[config.mk]
export PLATFORM = sky130hd
export DESIGN_NAME = pwm_cmp_shadow
export DESIGN_NICKNAME = d
export VERILOG_FILES = /design/src/rtl/pwm_cmp_pkg.sv /design/src/rtl/pwm_cmp_tbmon.sv /design/src/rtl/pwm_cmp_ldsel.sv /design/src/rtl/pwm_cmp_chan.sv /design/src/rtl/pwm_cmp_shadow.sv
export SDC_FILE = /design/constraint.sdc
export NUM_CORES = 1
export LEC_CHECK = 0
export ABC_AREA = 1
export BUFFER_PORTS_ARGS = -buffer_cell sky130_fd_sc_hd__buf_2
export CAP_MARGIN = 20
export CELL_PAD_IN_SITES_DETAIL_PLACEMENT = 0
export CELL_PAD_IN_SITES_GLOBAL_PLACEMENT = 1
export CORE_MARGIN = 2
export CORE_UTILIZATION = 47
export DETAILED_ROUTE_END_ITERATION = 7
export GPL_ROUTABILITY_DRIVEN = 0
export PLACE_DENSITY = 0.9
export SYNTH_ARGS = -nofsm -noshare
export SYNTH_HDL_FRONTEND = slang
export SYNTH_HIERARCHICAL = 1
export SYNTH_SLANG_ARGS = --single-unit
[constraint.sdc]
create_clock -name clk -period 3.4 [get_ports clk]
set_input_delay 0.34 -clock clk [delete_from_list [all_inputs] [get_ports clk]]
set_output_delay 0.34 -clock clk [all_outputs]
set_load 0.02 [all_outputs]
[src/rtl/pwm_cmp_pkg.sv]
`timescale 1ns/1ps
package pwm_cmp_pkg;
  // Per-threshold load point selection
  typedef enum logic [1:0] {
    LD_ZERO = 2'd0,
    LD_PRD  = 2'd1,
    LD_BOTH = 2'd2,
    LD_OFF  = 2'd3
  } ld_mode_e;

  localparam int NCH       = 4;           // thresholds A..D
  localparam int ACT_BASE  = 0;           // live copies
  localparam int SHD_BASE  = ACT_BASE + NCH;
  localparam int CTRL_ADDR = SHD_BASE + NCH;
  localparam int GLB_BIT   = 2 * NCH;     // global-load enable bit
  localparam int CTRL_W    = GLB_BIT + 1;
endpackage

[src/rtl/pwm_cmp_tbmon.sv]
`timescale 1ns/1ps
// Watches the time-base count: flags a new count value and the load points.
module pwm_cmp_tbmon #(
  parameter int CW = 16
) (
  input  logic          clk,
  input  logic          rst,
  input  logic [CW-1:0] cnt,
  input  logic [CW-1:0] prd,
  output logic          fresh,
  output logic          at_zero,
  output logic          at_prd
);
  logic [CW-1:0] cnt_q;
  logic          seen_q;

  always_ff @(posedge clk) begin
    if (rst) begin
      cnt_q  <= '0;
      seen_q <= 1'b0;
    end else begin
      cnt_q  <= cnt;
      seen_q <= 1'b1;
    end
  end

  assign fresh   = !seen_q || (cnt != cnt_q);
  assign at_zero = (cnt == '0);
  assign at_prd  = (cnt == prd);

  // once a value has been sampled, holding it is never new
  p_hold_not_fresh_r4: assert property (@(posedge clk) disable iff (rst)
    seen_q && $stable(cnt) |-> !fresh);
endmodule

[src/rtl/pwm_cmp_ldsel.sv]
`timescale 1ns/1ps
// Chooses the load strobe of one threshold: per-threshold point or global pulse.
module pwm_cmp_ldsel
  import pwm_cmp_pkg::*;
(
  input  ld_mode_e mode,
  input  logic     glb_en,
  input  logic     glb_load,
  input  logic     at_zero,
  input  logic     at_prd,
  output logic     ld_stb
);
  logic local_stb;

  always_comb begin
    unique case (mode)
      LD_ZERO: local_stb = at_zero;
      LD_PRD:  local_stb = at_prd;
      LD_BOTH: local_stb = at_zero | at_prd;
      default: local_stb = 1'b0;
    endcase
    ld_stb = glb_en ? glb_load : local_stb;
  end
endmodule

[src/rtl/pwm_cmp_chan.sv]
`timescale 1ns/1ps
// One threshold: staged and live copies, and a registered match pulse.
module pwm_cmp_chan #(
  parameter int CW = 16
) (
  input  logic          clk,
  input  logic          rst,
  input  logic          act_we,
  input  logic          shd_we,
  input  logic [CW-1:0] wdata,
  input  logic          ld_stb,
  input  logic          fresh,
  input  logic [CW-1:0] cnt,
  output logic          ev
);
  logic [CW-1:0] shd_q;
  logic [CW-1:0] act_q;
  logic [CW-1:0] shd_next;

  // a staged write in the load cycle is forwarded straight to the live copy
  assign shd_next = shd_we ? wdata : shd_q;

  always_ff @(posedge clk) begin
    if (rst) begin
      shd_q <= '0;
      act_q <= '0;
      ev    <= 1'b0;
    end else begin
      shd_q <= shd_next;
      if (act_we)
        act_q <= wdata;
      else if (ld_stb)
        act_q <= shd_next;
      ev <= fresh && (cnt == act_q);
    end
  end

  // a live write always lands, even against a load
  p_live_write_r2: assert property (@(posedge clk) disable iff (rst)
    act_we |=> act_q == $past(wdata));
  // staged write coinciding with a load becomes live
  p_fwd_stage_r8: assert property (@(posedge clk) disable iff (rst)
    ld_stb && shd_we && !act_we |=> act_q == $past(wdata));
  // without a load or live write the live copy does not move
  p_live_hold_r5: assert property (@(posedge clk) disable iff (rst)
    !act_we && !ld_stb |=> $stable(act_q));
  // a pulse follows a match of the previous cycle
  p_pulse_match_r3: assert property (@(posedge clk) disable iff (rst)
    ev |-> $past(cnt) == $past(act_q));
endmodule

[src/rtl/pwm_cmp_shadow.sv]
`timescale 1ns/1ps
module pwm_cmp_shadow
  import pwm_cmp_pkg::*;
#(
  parameter int CW = 16,
  parameter int AW = 4
) (
  input  logic          clk,
  input  logic          rst,
  input  logic [CW-1:0] cnt,
  input  logic [CW-1:0] prd,
  input  logic          updown,
  input  logic          dir_up,
  input  logic          glb_load,
  input  logic          wr_en,
  input  logic [AW-1:0] wr_addr,
  input  logic [CW-1:0] wr_data,
  output logic          ev_a,
  output logic          ev_b,
  output logic          ev_c,
  output logic          ev_d,
  output logic          ev_dir
);
  localparam logic [AW-1:0] CTRL_SEL = AW'(CTRL_ADDR);

  logic [CTRL_W-1:0] ctrl_q;
  logic [NCH-1:0]    act_we, shd_we, ld_stb, ev_v;
  logic              fresh, at_zero, at_prd;

  always_ff @(posedge clk) begin
    if (rst) begin
      ctrl_q <= '0;
      ev_dir <= 1'b0;
    end else begin
      if (wr_en && wr_addr == CTRL_SEL)
        ctrl_q <= wr_data[CTRL_W-1:0];
      ev_dir <= updown ? dir_up : 1'b1;
    end
  end

  pwm_cmp_tbmon #(.CW(CW)) tbmon_i (
    .clk(clk), .rst(rst), .cnt(cnt), .prd(prd),
    .fresh(fresh), .at_zero(at_zero), .at_prd(at_prd)
  );

  for (genvar i = 0; i < NCH; i++) begin : g_ch
    assign act_we[i] = wr_en && (wr_addr == AW'(ACT_BASE + i));
    assign shd_we[i] = wr_en && (wr_addr == AW'(SHD_BASE + i));

    pwm_cmp_ldsel ldsel_i (
      .mode(ld_mode_e'(ctrl_q[2*i +: 2])),
      .glb_en(ctrl_q[GLB_BIT]),
      .glb_load(glb_load),
      .at_zero(at_zero),
      .at_prd(at_prd),
      .ld_stb(ld_stb[i])
    );

    pwm_cmp_chan #(.CW(CW)) chan_i (
      .clk(clk), .rst(rst),
      .act_we(act_we[i]), .shd_we(shd_we[i]), .wdata(wr_data),
      .ld_stb(ld_stb[i]), .fresh(fresh), .cnt(cnt),
      .ev(ev_v[i])
    );
  end

  assign {ev_d, ev_c, ev_b, ev_a} = ev_v;

  // a held count yields no pulse on any threshold
  p_no_repeat_r4: assert property (@(posedge clk) disable iff (rst)
    !fresh |=> ev_v == '0);
  // up-count mode always reports rising
  p_dir_up_mode_r11: assert property (@(posedge clk) disable iff (rst)
    !updown |=> ev_dir);
  // global mode without the pulse never loads any threshold
  p_glb_quiet_r7: assert property (@(posedge clk) disable iff (rst)
    ctrl_q[GLB_BIT] && !glb_load |-> ld_stb == '0);
endmodule

==> metrics.txt, run 1 <==
# TYPE chip_impl_metric gauge
chip_impl_info{name="status",value="finished, final reports clean"} 1
chip_impl_metric{name="drv.max_cap_violation_count",unit=""} 0
chip_impl_metric{name="crit_buf_inv",unit=""} 2
chip_impl_metric{name="post_synth_mux_area_share",unit=""} 0
chip_impl_metric{name="ffs_latches_synth",unit=""} 159
chip_impl_metric{name="timing.hold.worst_path_depth",unit=""} 2
chip_impl_metric{name="drt_iter0_markers",unit=""} 659
chip_impl_metric{name="layout_min_cycle_time",unit="ns"} 2.23
chip_impl_info{name="rsz0062_at_grt",value="false"} 1
chip_impl_metric{name="ys_warn_count",unit=""} 6
chip_impl_metric{name="cts_max_level",unit=""} 4
chip_impl_metric{name="io-pin-count",unit=""} 63
chip_impl_metric{name="cp_slowest_stage_delay",unit="ns"} 0.44
chip_impl_metric{name="worst_ir_drop_vdd",unit="mV"} 0.337
chip_impl_metric{name="n_diodes",unit=""} 0
chip_impl_metric{name="worst-slew-pin-transition",unit="ns"} 0.620
chip_impl_metric{name="remaining_drc_errors",unit=""} 0
chip_impl_metric{name="path_depth",unit=""} 13
chip_impl_info{name="timing.critical_path.max_delay_family",value="simple AND/OR/NAND/NOR gates"} 1
chip_impl_metric{name="synthesis.area_per_instance",unit="um2"} 6.96
chip_impl_metric{name="finalSetupTns",unit="ns"} 0
chip_impl_metric{name="final-setup-viol-count",unit=""} 0
chip_impl_metric{name="drt-vias-per-instance",unit=""} 5.13
chip_impl_metric{name="grt_util_all_layers",unit=""} 0.284
chip_impl_metric{name="initial_utilization",unit=""} 0.484
chip_impl_metric{name="wire_length_of_the_first_global_routing_pass",unit="mm"} 38.8
chip_impl_metric{name="nFillCells",unit=""} 1674
chip_impl_metric{name="via_count_of_the_first_global_routing_pass",unit=""} 6758
chip_impl_metric{name="total_leakage_power",unit="uW"} 0.00394
chip_impl_metric{name="post_synth_fa_ha_maj_area_fraction",unit=""} 0
chip_impl_metric{name="detail_route.wirelength",unit="mm"} 25.3
chip_impl_metric{name="ctsLongestPathBuffers",unit=""} 2
chip_impl_metric{name="timing.critical_path.arrival",unit="ns"} 2.55
chip_impl_metric{name="dp_hpwl",unit="mm"} 17.0
chip_impl_metric{name="drtPass1Iterations",unit=""} 5
chip_impl_metric{name="dieWidth",unit="um"} 135
chip_impl_metric{name="post_cts.resized_instances",unit=""} 0
chip_impl_metric{name="vias",unit=""} 7447
chip_impl_metric{name="timing.critical_path.required",unit="ns"} 3.71
chip_impl_metric{name="net_total_in_the_final_layout",unit=""} 1276
chip_impl_metric{name="grt_start_max_net_pins",unit=""} 39
chip_impl_metric{name="die_height",unit="um"} 135
chip_impl_metric{name="cts_post_setup_buffers_inserted",unit=""} 0
chip_impl_metric{name="layout-drive-gt1-share",unit=""} 0.154
chip_impl_metric{name="remaining_number_of_nets_flagged_by_the_antenna_check_after_routing",unit=""} 0
chip_impl_metric{name="critical_path_peak_fanout",unit=""} 12
chip_impl_metric{name="core_area",unit="um2"} 16700
chip_impl_metric{name="fmaxAchievable",unit="MHz"} 448
chip_impl_metric{name="synthXorXnorAreaFrac",unit=""} 0.0466
chip_impl_metric{name="synth_compound_area_frac",unit=""} 0.171
chip_impl_metric{name="worst_skew_pair.late_latency",unit="ns"} 0.43
chip_impl_metric{name="whs",unit="ns"} 0.0826
chip_impl_info{name="timing.critical_path.cells",value="buf_2, xnor2_1, nand2_1, nor2_1, nand2_1, nor2_1, nand3_1, a21oi_1, or2_1, buf_4, nor2_2, a21oi_1, o21ai_2"} 1
chip_impl_metric{name="syn_nets",unit=""} 1220
chip_impl_metric{name="numCtsBuffers",unit=""} 17
chip_impl_info{name="worstSetupPathType",value="in -> reg"} 1
chip_impl_metric{name="ys_seq_area_frac",unit=""} 0.394
chip_impl_info{name="crit_path_top_delay_cell",value="sky130_fd_sc_hd__or2_1"} 1
chip_impl_info{name="tritoncts",value="built"} 1
chip_impl_info{name="holdCritPathClass",value="in -> reg"} 1
chip_impl_metric{name="row_count",unit=""} 47
chip_impl_metric{name="power_density",unit="nW/um2"} 471
chip_impl_metric{name="synth.cell_area",unit="um2"} 8090
chip_impl_info{name="critical_path.startpoint_type",value="primary input"} 1
chip_impl_metric{name="crit_share_post_route",unit=""} 0.657
chip_impl_metric{name="hold_buf_count_cts",unit=""} 0
chip_impl_info{name="synth_top_family_by_area",value="simple AND/OR/NAND/NOR gates"} 1
chip_impl_metric{name="grt_antenna_before_repair",unit=""} 0
chip_impl_metric{name="tritoncts_sink_count",unit=""} 159
chip_impl_metric{name="worst_setup_hold_path_clk_slew",unit="ns"} 0.06
chip_impl_metric{name="io_buffer_count",unit=""} 62
chip_impl_metric{name="post_synth_and_or_nand_nor_area_fraction",unit=""} 0.264
chip_impl_metric{name="routedWlPerCell",unit="um"} 17.4
chip_impl_metric{name="fin_worst_skew",unit="ns"} 0.00794
chip_impl_metric{name="r2r_cells",unit=""} 13
chip_impl_metric{name="synthesis.instances",unit=""} 1162
chip_impl_metric{name="hold_violations",unit=""} 0
chip_impl_metric{name="slew_viol_final",unit=""} 0
chip_impl_metric{name="synth.lib_cells_used.distinct",unit=""} 28
chip_impl_metric{name="area_delta_synth_final",unit="%"} 12.6
chip_impl_info{name="cp-end-kind",value="register"} 1
chip_impl_info{name="cts.root.buffer_cell",value="sky130_fd_sc_hd__clkbuf_16"} 1
chip_impl_metric{name="total_overflow_reported_by_the_global_router",unit=""} 0
chip_impl_metric{name="slew_headroom",unit=""} 0.587
chip_impl_metric{name="die_area",unit="um2"} 18300
## where the power goes
group	switching [uW]	leakage, uW	internal [uW]	total [uW]
Clock	770	0.000272	1170	1940
Combinational	297	0.00238	132	429
Sequential	16.2	0.00129	1900	1920
## cells in the final DEF (no fill, tap or decap), types with 14 or more instances in the layout
cell type	Yosys	routed
sky130_fd_sc_hd__a21oi_1	73	73
sky130_fd_sc_hd__nand3_1	14	14
sky130_fd_sc_hd__buf_4	8	23
sky130_fd_sc_hd__a22o_1	44	44
sky130_fd_sc_hd__clkbuf_16	0	17
sky130_fd_sc_hd__buf_2	19	61
sky130_fd_sc_hd__xnor2_1	30	30
sky130_fd_sc_hd__inv_1	164	164
sky130_fd_sc_hd__nand2_1	327	327
sky130_fd_sc_hd__nor2_1	137	137
sky130_fd_sc_hd__nor2_2	20	20
sky130_fd_sc_hd__o21ai_0	45	45
sky130_fd_sc_hd__o21ai_2	40	40
sky130_fd_sc_hd__dfxtp_1	159	159
## cells in the mapped netlist
library cell / number / area [um2]
sky130_fd_sc_hd__buf_2: 19 / 95.1
sky130_fd_sc_hd__o21ai_2: 40 / 350
sky130_fd_sc_hd__nor2_1: 137 / 514
sky130_fd_sc_hd__buf_4: 8 / 60.1
sky130_fd_sc_hd__o21ai_0: 45 / 225
sky130_fd_sc_hd__nor2_4: 2 / 22.5
sky130_fd_sc_hd__inv_1: 164 / 616
sky130_fd_sc_hd__nor2_2: 20 / 125
sky130_fd_sc_hd__o211ai_1: 1 / 7.51
sky130_fd_sc_hd__xnor2_1: 30 / 263
sky130_fd_sc_hd__or2_1: 5 / 31.3
sky130_fd_sc_hd__a21oi_1: 73 / 365
sky130_fd_sc_hd__buf_8: 4 / 60.1
sky130_fd_sc_hd__nand3_1: 14 / 70.1
sky130_fd_sc_hd__inv_2: 11 / 41.3
sky130_fd_sc_hd__o22ai_1: 8 / 50.1
sky130_fd_sc_hd__dfxtp_1: 159 / 3180
sky130_fd_sc_hd__nand2_4: 1 / 11.3
sky130_fd_sc_hd__clkbuf_1: 8 / 30.0
sky130_fd_sc_hd__buf_6: 9 / 101
sky130_fd_sc_hd__nor4_1: 4 / 25.0
sky130_fd_sc_hd__nand2_1: 327 / 1230
sky130_fd_sc_hd__nand4_1: 13 / 81.3
sky130_fd_sc_hd__clkinv_1: 1 / 3.75
sky130_fd_sc_hd__nand2_2: 1 / 6.26
sky130_fd_sc_hd__nor2_8: 1 / 20.0
sky130_fd_sc_hd__a22o_1: 44 / 385
sky130_fd_sc_hd__xor2_1: 13 / 114
## cell families (layout without fill, tap and decap cells)
family | Yosys count | in the layout
buffers and inverters | 224 | 293
AO/OA/AOI/OAI | 211 | 211
flip-flops | 159 | 159
XOR/XNOR | 43 | 43
AND/OR/NAND/NOR | 525 | 525
## worst reg2reg max path: stages (launching register included)
cell	delay [ns]
sky130_fd_sc_hd__dfxtp_1	0.33
sky130_fd_sc_hd__inv_1	0.04
sky130_fd_sc_hd__nand2_1	0.05
sky130_fd_sc_hd__nand2_1	0.15
sky130_fd_sc_hd__nor2_1	0.13
sky130_fd_sc_hd__nand2_1	0.06
sky130_fd_sc_hd__nor2_1	0.18
sky130_fd_sc_hd__nand3_1	0.37
sky130_fd_sc_hd__nand2_1	0.18
sky130_fd_sc_hd__nor2_1	0.06
sky130_fd_sc_hd__nand2_1	0.06
sky130_fd_sc_hd__nor2_1	0.03
sky130_fd_sc_hd__nand3_1	0.08
sky130_fd_sc_hd__nor2_1	0.06
## stage by stage
| step | instances | worst slack (ns) | util | area [um2] | power [uW] |
|---|---|---|---|---|---|
| detailed placement | 1419 | 0.777 | 0.510 | 8510 | 2380 |
| CTS | 1451 | 1.19 | 0.545 | 9100 | 4300 |
| finish | 1451 | 1.17 | 0.545 | 9100 | 4280 |
| global route | 1451 | 0.957 | 0.545 | 9100 | 4420 |
| floorplan | 1162 | 1.60 | - | 8090 | 2190 |
| global placement | 1419 | 0.808 | 0.510 | 8510 | 2370 |
## layout make-up
class	count	area [um2]	share of cell area
tap	220	275	0.0302
clock buffer	22	454	0.0499
multi-input combinational	779	3890	0.428
clock inverter	10	138	0.0151
timing repair buffer	85	498	0.0547
inverter	176	661	0.0726
sequential	159	3180	0.350
## path summary, 6_finish.rpt
path,from,to,slack [ns]
setup / recovery,cnt[15],g_ch[3].chan_i/act_q[10],1.17
hold / removal,updown,ev_dir,0.08
setup reg to reg,tbmon_i/cnt_q[15],g_ch[2].chan_i/ev,1.51
hold reg to reg,g_ch[2].chan_i/shd_q[1],g_ch[2].chan_i/shd_q[1],0.47
## flip-flops by register name, summed over array words and instances, names as in the netlist
name and count:
g_ch.chan_i/act_q 64, g_ch.chan_i/shd_q 64, tbmon_i/cnt_q 16, ctrl_q 9, g_ch.chan_i/ev 4, ev_dir 1
tbmon_i/seen_q 1
## metal layers
metal  vias up  wire, um  GRT usage
li1       3725         -          -
met5         -         0          0
met1      3416     11400      0.389
met4         0       887      0.119
met3        52      1820     0.0602
met2       254     11200      0.436
(Power assumes the default switching activity.)
==> run 2: changes to the inputs <==
--- a/config.mk
+++ b/config.mk
@@ -11,10 +11,10 @@
 export CELL_PAD_IN_SITES_DETAIL_PLACEMENT = 0
 export CELL_PAD_IN_SITES_GLOBAL_PLACEMENT = 1
 export CORE_MARGIN = 2
-export CORE_UTILIZATION = 47
+export CORE_UTILIZATION = 44
 export DETAILED_ROUTE_END_ITERATION = 7
 export GPL_ROUTABILITY_DRIVEN = 0
-export PLACE_DENSITY = 0.9
+export PLACE_DENSITY = 0.85
 export SYNTH_ARGS = -nofsm -noshare
 export SYNTH_HDL_FRONTEND = slang
 export SYNTH_HIERARCHICAL = 1
==> constraint.sdc (replaced) <==
create_clock -name clk -period 2.13 [get_ports clk]
set_input_delay 0.213 -clock clk [delete_from_list [all_inputs] [get_ports clk]]
set_output_delay 0.213 -clock clk [all_outputs]
set_load 0.02 [all_outputs]
==> metrics.txt, run 2 (synthesized netlist as in run 1, its figures left out) <==
# TYPE chip_impl_metric gauge
chip_impl_metric{name="ctsLongestPathBuffers",unit=""} 2
chip_impl_metric{name="cts_max_level",unit=""} 4
chip_impl_info{name="holdCritPathClass",value="in -> reg"} 1
chip_impl_metric{name="drv.max_cap_violation_count",unit=""} 0
chip_impl_metric{name="vias",unit=""} 7579
chip_impl_metric{name="final-instance-count-excl-fill",unit=""} 1491
chip_impl_info{name="timing.critical_path.cells",value="buf_2, xnor2_1, nand2_1, nor2_1, nand2_1, nor2_1, buf_4, nand3_1, a21oi_1, or2_1, buf_12, o21ai_0, a22o_1"} 1
chip_impl_metric{name="timing.critical_path.required",unit="ns"} 2.45
chip_impl_metric{name="slew_headroom",unit=""} 0.606
chip_impl_metric{name="die_area",unit="um2"} 19500
chip_impl_info{name="cts.root.buffer_cell",value="sky130_fd_sc_hd__clkbuf_16"} 1
chip_impl_metric{name="area_of_the_multi_input_gates",unit="um2"} 3890
chip_impl_metric{name="crit_buf_inv",unit=""} 3
chip_impl_metric{name="grt_util_all_layers",unit=""} 0.265
chip_impl_metric{name="cts_post_setup_buffers_inserted",unit=""} 0
chip_impl_metric{name="total_leakage_power",unit="uW"} 0.00415
chip_impl_metric{name="power_density",unit="nW/um2"} 742
chip_impl_metric{name="r2r_cells",unit=""} 8
chip_impl_metric{name="worst-slew-pin-transition",unit="ns"} 0.590
chip_impl_metric{name="drt_iter0_markers",unit=""} 610
chip_impl_metric{name="p_seq_frac",unit=""} 0.435
chip_impl_metric{name="final-setup-viol-count",unit=""} 0
chip_impl_metric{name="net-switching-power",unit="uW"} 1750
chip_impl_metric{name="via_count_of_the_first_global_routing_pass",unit=""} 6943
chip_impl_metric{name="fmaxAchievable",unit="MHz"} 525
chip_impl_metric{name="power.share.clock",unit=""} 0.461
chip_impl_metric{name="cp_slowest_stage_delay",unit="ns"} 0.30
chip_impl_metric{name="nFillCells",unit=""} 1803
chip_impl_metric{name="n_diodes",unit=""} 0
chip_impl_info{name="worstSetupPathType",value="in -> reg"} 1
chip_impl_info{name="status",value="finished, final reports clean"} 1
chip_impl_metric{name="path_depth",unit=""} 13
chip_impl_metric{name="core_area",unit="um2"} 18000
chip_impl_info{name="crit_path_top_delay_cell",value="sky130_fd_sc_hd__xnor2_1"} 1
chip_impl_info{name="top_regs",value="g_ch.chan_i/act_q: 64 flops, g_ch.chan_i/shd_q: 64 flops, tbmon_i/cnt_q: 16 flops"} 1
chip_impl_metric{name="timing.critical_path.arrival",unit="ns"} 2.22
chip_impl_metric{name="die_height",unit="um"} 140
chip_impl_metric{name="hold_buf_count_cts",unit=""} 1
chip_impl_metric{name="worst_setup_hold_path_clk_slew",unit="ns"} 0.06
chip_impl_info{name="mostFrequentLayoutCells",value="327 x sky130_fd_sc_hd__nand2_1, 164 x sky130_fd_sc_hd__inv_1, 159 x sky130_fd_sc_hd__dfxtp_1"} 1
chip_impl_metric{name="io-pin-count",unit=""} 63
chip_impl_metric{name="drt-vias-per-instance",unit=""} 5.08
chip_impl_metric{name="numPlacedInstances",unit=""} 1458
chip_impl_metric{name="dp_hpwl",unit="mm"} 17.7
chip_impl_metric{name="routedWlPerCell",unit="um"} 17.2
chip_impl_metric{name="timing.hold.worst_path_depth",unit=""} 3
chip_impl_metric{name="initial_utilization",unit=""} 0.449
chip_impl_metric{name="combinational_fraction_of_design_power",unit=""} 0.105
chip_impl_metric{name="io_buffer_count",unit=""} 62
chip_impl_metric{name="detail_route.wirelength",unit="mm"} 25.6
chip_impl_metric{name="wire_length_of_the_first_global_routing_pass",unit="mm"} 39.1
chip_impl_metric{name="power.switching_fraction",unit=""} 0.249
chip_impl_metric{name="net_total_in_the_final_layout",unit=""} 1307
chip_impl_metric{name="hold_violations",unit=""} 0
chip_impl_metric{name="slew_viol_final",unit=""} 0
chip_impl_metric{name="layout_min_cycle_time",unit="ns"} 1.91
chip_impl_metric{name="drtPass1Iterations",unit=""} 6
chip_impl_metric{name="crit_share_post_route",unit=""} 0.895
chip_impl_metric{name="numCtsBuffers",unit=""} 17
chip_impl_info{name="tritoncts",value="built"} 1
chip_impl_info{name="final_common_cell",value="sky130_fd_sc_hd__nand2_1"} 1
chip_impl_metric{name="layout-drive-gt1-share",unit=""} 0.176
chip_impl_metric{name="critical_path_peak_fanout",unit=""} 16
chip_impl_metric{name="grt_start_max_net_pins",unit=""} 32
chip_impl_metric{name="total_overflow_reported_by_the_global_router",unit=""} 0
chip_impl_metric{name="dieWidth",unit="um"} 140
chip_impl_metric{name="row_count",unit=""} 49
chip_impl_metric{name="grt_antenna_before_repair",unit=""} 0
chip_impl_metric{name="area_delta_synth_final",unit="%"} 17.2
chip_impl_metric{name="finalCoreUtilization",unit=""} 0.526
chip_impl_metric{name="post_cts.resized_instances",unit=""} 0
chip_impl_metric{name="area.sequential",unit="um2"} 3180
chip_impl_metric{name="fin_worst_skew",unit="ns"} 0.00729
chip_impl_info{name="cp-end-kind",value="register"} 1
chip_impl_metric{name="remaining_number_of_nets_flagged_by_the_antenna_check_after_routing",unit=""} 0
chip_impl_info{name="rsz0062_at_grt",value="false"} 1
chip_impl_metric{name="tritoncts_sink_count",unit=""} 159
chip_impl_metric{name="power_report.internal_total",unit="uW"} 5280
chip_impl_metric{name="remaining_drc_errors",unit=""} 0
chip_impl_info{name="timing.critical_path.max_delay_family",value="simple AND/OR/NAND/NOR gates"} 1
chip_impl_info{name="critical_path.startpoint_type",value="primary input"} 1
chip_impl_metric{name="worst_skew_pair.late_latency",unit="ns"} 0.43
chip_impl_metric{name="worst_ir_drop_vdd",unit="mV"} 0.582
run 2: cell types whose count changed in the layout (fill, tap and decap cells not counted), sizes merged:
cell	change
clkbuf	+1
buf	+30
clkinvlp	-4
dlygate4sd3	+1
clkinv	+3
run 2: per-stage QoR:
step                      hold slack, ns  worst slack, ns  area [um2]  TNS, ns  total power (uW)
after CTS                         0.0111            0.241        9470        0              7060
final                             0.0230            0.224        9470        0              7030
after global routing              0.0149           0.0482        9470        0              7260
after global placement             0.398           -0.238        8840   -11.07              3840
after floorplan                    0.282            0.457        8090        0              3490
after detailed placement           0.402           -0.194        8840    -7.25              3850
run 2: final timing paths:
check	start	to	slack, ns
setup / recovery	cnt[5]	g_ch[3].chan_i/act_q[2]	0.22
hold / removal	dir_up	ev_dir	0.02
setup reg to reg	ctrl_q[8]	g_ch[2].chan_i/act_q[15]	0.54
hold reg to reg	g_ch[3].chan_i/shd_q[0]	g_ch[3].chan_i/shd_q[0]	0.47
run 2: worst min-delay path: cells and delay by family:
family                 cells  cell delay (ns)
buffers and inverters      2             0.14
AO/OA/AOI/OAI              1             0.05
run 2: power groups by stage:
stage | registers (uW) | clock network [uW] | logic, uW
after floorplan | 3120 | 0 | 376
after global placement | 3120 | 0 | 720
after detailed placement | 3120 | 0 | 725
after CTS | 3050 | 3280 | 730
after global routing | 3060 | 3400 | 799
final | 3060 | 3240 | 735
run 2: layout make-up:
| class | instances | area share |
|---|---|---|
| flip-flops and latches | 159 | 0.336 |
| repair buffers | 116 | 0.0866 |
| clock buffers | 23 | 0.0526 |
| inverters | 176 | 0.0697 |
| clock inverters | 9 | 0.0137 |
| well taps | 229 | 0.0302 |
| multi-input cells | 779 | 0.411 |
run 2: routing by layer:
layer,global-route usage,vias up,routed length [um]
met3,0.0447,40,1590
li1,-,3792,-
met4,0.0963,0,716
met5,0,-,0
met2,0.418,245,11600
met1,0.366,3502,11700
==> run 3: changes to the inputs <==
--- a/config.mk
+++ b/config.mk
@@ -14,6 +14,7 @@
 export CORE_UTILIZATION = 44
 export DETAILED_ROUTE_END_ITERATION = 7
 export GPL_ROUTABILITY_DRIVEN = 0
+export HOLD_SLACK_MARGIN = 0.05
 export PLACE_DENSITY = 0.85
 export SYNTH_ARGS = -nofsm -noshare
 export SYNTH_HDL_FRONTEND = slang
==> metrics.txt, run 3 (synthesized netlist as in run 1, its figures left out) <==
# TYPE chip_impl_metric gauge
chip_impl_info{name="mostFrequentLayoutCells",value="327 x sky130_fd_sc_hd__nand2_1, 164 x sky130_fd_sc_hd__inv_1, 159 x sky130_fd_sc_hd__dfxtp_1"} 1
chip_impl_metric{name="timing.critical_path.required",unit="ns"} 2.45
chip_impl_metric{name="io-pin-count",unit=""} 63
chip_impl_metric{name="ctsLongestPathBuffers",unit=""} 2
chip_impl_metric{name="initial_utilization",unit=""} 0.449
chip_impl_metric{name="row_count",unit=""} 49
chip_impl_metric{name="drtPass1Iterations",unit=""} 7
chip_impl_metric{name="timing.hold.worst_path_depth",unit=""} 2
chip_impl_metric{name="io_buffer_count",unit=""} 62
chip_impl_metric{name="wire_length_of_the_first_global_routing_pass",unit="mm"} 39.2
chip_impl_metric{name="worst_setup_hold_path_clk_slew",unit="ns"} 0.06
chip_impl_metric{name="cts_post_setup_buffers_inserted",unit=""} 0
chip_impl_metric{name="r2r_cells",unit=""} 8
chip_impl_metric{name="worst_skew_pair.late_latency",unit="ns"} 0.43
chip_impl_metric{name="area_delta_synth_final",unit="%"} 17.3
chip_impl_metric{name="detail_route.wirelength",unit="mm"} 25.7
chip_impl_metric{name="drt_iter0_markers",unit=""} 627
chip_impl_metric{name="die_height",unit="um"} 140
chip_impl_metric{name="hold_buf_count_cts",unit=""} 2
chip_impl_metric{name="post_cts.resized_instances",unit=""} 0
chip_impl_metric{name="total_leakage_power",unit="uW"} 0.00415
chip_impl_metric{name="n_diodes",unit=""} 0
chip_impl_info{name="top_regs",value="g_ch.chan_i/act_q: 64 flops, g_ch.chan_i/shd_q: 64 flops, tbmon_i/cnt_q: 16 flops"} 1
chip_impl_metric{name="worst-slew-pin-transition",unit="ns"} 0.588
chip_impl_metric{name="slew_headroom",unit=""} 0.608
chip_impl_metric{name="power.total",unit="uW"} 7030
chip_impl_metric{name="final-setup-viol-count",unit=""} 0
chip_impl_metric{name="drv.max_cap_violation_count",unit=""} 0
chip_impl_metric{name="fin_worst_skew",unit="ns"} 0.00709
chip_impl_info{name="final_common_cell",value="sky130_fd_sc_hd__nand2_1"} 1
chip_impl_metric{name="critical_path_peak_fanout",unit=""} 16
chip_impl_info{name="worstReg2RegEnd",value="g_ch[2].chan_i/act_q[15]"} 1
chip_impl_metric{name="power_density",unit="nW/um2"} 742
chip_impl_metric{name="r2r_slack",unit="ns"} 0.54
chip_impl_metric{name="remaining_drc_errors",unit=""} 0
chip_impl_metric{name="grt_antenna_before_repair",unit=""} 0
chip_impl_metric{name="drt-vias-per-instance",unit=""} 5.09
chip_impl_metric{name="crit_share_post_route",unit=""} 0.897
chip_impl_metric{name="die_area",unit="um2"} 19500
chip_impl_metric{name="tritoncts_sink_count",unit=""} 159
chip_impl_info{name="critical_path.startpoint_type",value="primary input"} 1
chip_impl_info{name="cp-end-kind",value="register"} 1
chip_impl_metric{name="grt_util_all_layers",unit=""} 0.265
chip_impl_metric{name="timing.critical_path.arrival",unit="ns"} 2.23
chip_impl_metric{name="grt_start_max_net_pins",unit=""} 32
chip_impl_info{name="cts.root.buffer_cell",value="sky130_fd_sc_hd__clkbuf_16"} 1
chip_impl_metric{name="placed_area",unit="um2"} 8840
chip_impl_info{name="endpoint_of_the_worst_hold_path",value="tbmon_i/seen_q"} 1
chip_impl_metric{name="worst_ir_drop_vdd",unit="mV"} 0.582
chip_impl_metric{name="slew_viol_final",unit=""} 0
chip_impl_metric{name="dp_hpwl",unit="mm"} 17.7
chip_impl_metric{name="vias",unit=""} 7590
chip_impl_metric{name="whs",unit="ns"} 0.116
chip_impl_info{name="hold_path_startpoint",value="rst"} 1
chip_impl_metric{name="routedWlPerCell",unit="um"} 17.2
chip_impl_metric{name="numCtsBuffers",unit=""} 17
chip_impl_info{name="rsz0062_at_grt",value="false"} 1
chip_impl_metric{name="remaining_number_of_nets_flagged_by_the_antenna_check_after_routing",unit=""} 0
chip_impl_info{name="status",value="finished, final reports clean"} 1
chip_impl_metric{name="total_overflow_reported_by_the_global_router",unit=""} 0
chip_impl_info{name="worstSetupPathType",value="in -> reg"} 1
chip_impl_metric{name="area_of_the_multi_input_gates",unit="um2"} 3890
chip_impl_metric{name="via_count_of_the_first_global_routing_pass",unit=""} 6946
chip_impl_metric{name="hold_violations",unit=""} 0
chip_impl_metric{name="layout-drive-gt1-share",unit=""} 0.176
chip_impl_metric{name="dieWidth",unit="um"} 140
chip_impl_metric{name="finish.instance_area",unit="um2"} 9480
chip_impl_info{name="holdCritPathClass",value="in -> reg"} 1
chip_impl_metric{name="fmaxAchievable",unit="MHz"} 523
chip_impl_info{name="rr_startpoint",value="ctrl_q[8]"} 1
chip_impl_metric{name="layout_min_cycle_time",unit="ns"} 1.91
chip_impl_metric{name="cts_max_level",unit=""} 4
chip_impl_metric{name="core_area",unit="um2"} 18000
chip_impl_info{name="tritoncts",value="built"} 1
chip_impl_metric{name="area.sequential",unit="um2"} 3180
chip_impl_metric{name="net_total_in_the_final_layout",unit=""} 1308
chip_impl_metric{name="nFillCells",unit=""} 1802
==> run 3: changes by cell type in the layout (fill, tap and decap cells not counted), sizes merged <==
cell	change
dlygate4sd3	+1
==> run 3: how the worst max path moves through the flow <==
stage,from,to,depth (start not counted)
final,cnt[1],g_ch[3].chan_i/act_q[2],12
after detailed placement,cnt[5],g_ch[3].chan_i/act_q[2],13
after global routing,cnt[5],g_ch[3].chan_i/act_q[12],14
after floorplan,cnt[0],g_ch[0].chan_i/act_q[5],9
after CTS,cnt[1],g_ch[3].chan_i/act_q[2],12
after global placement,cnt[1],g_ch[3].chan_i/act_q[10],13
==> run 3: layout make-up <==
cell class	count	share of cell area
well taps	229	0.0302
clock buffers	23	0.0525
clock inverters	9	0.0137
inverters	176	0.0697
multi-input cells	779	0.411
flip-flops and latches	159	0.336
repair buffers	117	0.0876
==> run 3: critical path, cell delays in order <==
cell                      delay [ns]
sky130_fd_sc_hd__buf_2          0.16
sky130_fd_sc_hd__buf_4          0.15
sky130_fd_sc_hd__nor4_1         0.33
sky130_fd_sc_hd__nand2_1        0.09
sky130_fd_sc_hd__nor2_1         0.24
sky130_fd_sc_hd__buf_4          0.17
sky130_fd_sc_hd__a21oi_1        0.05
sky130_fd_sc_hd__a21oi_1        0.20
sky130_fd_sc_hd__or2_1          0.17
sky130_fd_sc_hd__buf_12         0.17
sky130_fd_sc_hd__o21ai_0        0.09
sky130_fd_sc_hd__a22o_1         0.18
==> run 3: metal layers <==
layer | global-route usage | part of all wire | up-vias
met5 | 0 | 0 | -
met4 | 0.0963 | 0.026 | 0
met3 | 0.0447 | 0.062 | 38
met2 | 0.418 | 0.45 | 240
met1 | 0.367 | 0.46 | 3518
li1 | - | - | 3794
==> run 3: per-stage QoR <==
stage	std cells	utilization	TNS, ns	setup slack, ns
2_1_floorplan	1162	-	0	0.457
3_3_place_gp	1458	0.490	-11.07	-0.238
3_5_place_dp	1458	0.490	-7.25	-0.194
4_1_cts	1492	0.526	0	0.241
5_1_grt	1492	0.526	0	0.0482
6_report	1492	0.526	0	0.219
==> run 3: where the power goes <==
part           internal (uW)  switching [uW]
registers               3030            24.1
clock network           2000            1240
logic                    251             487
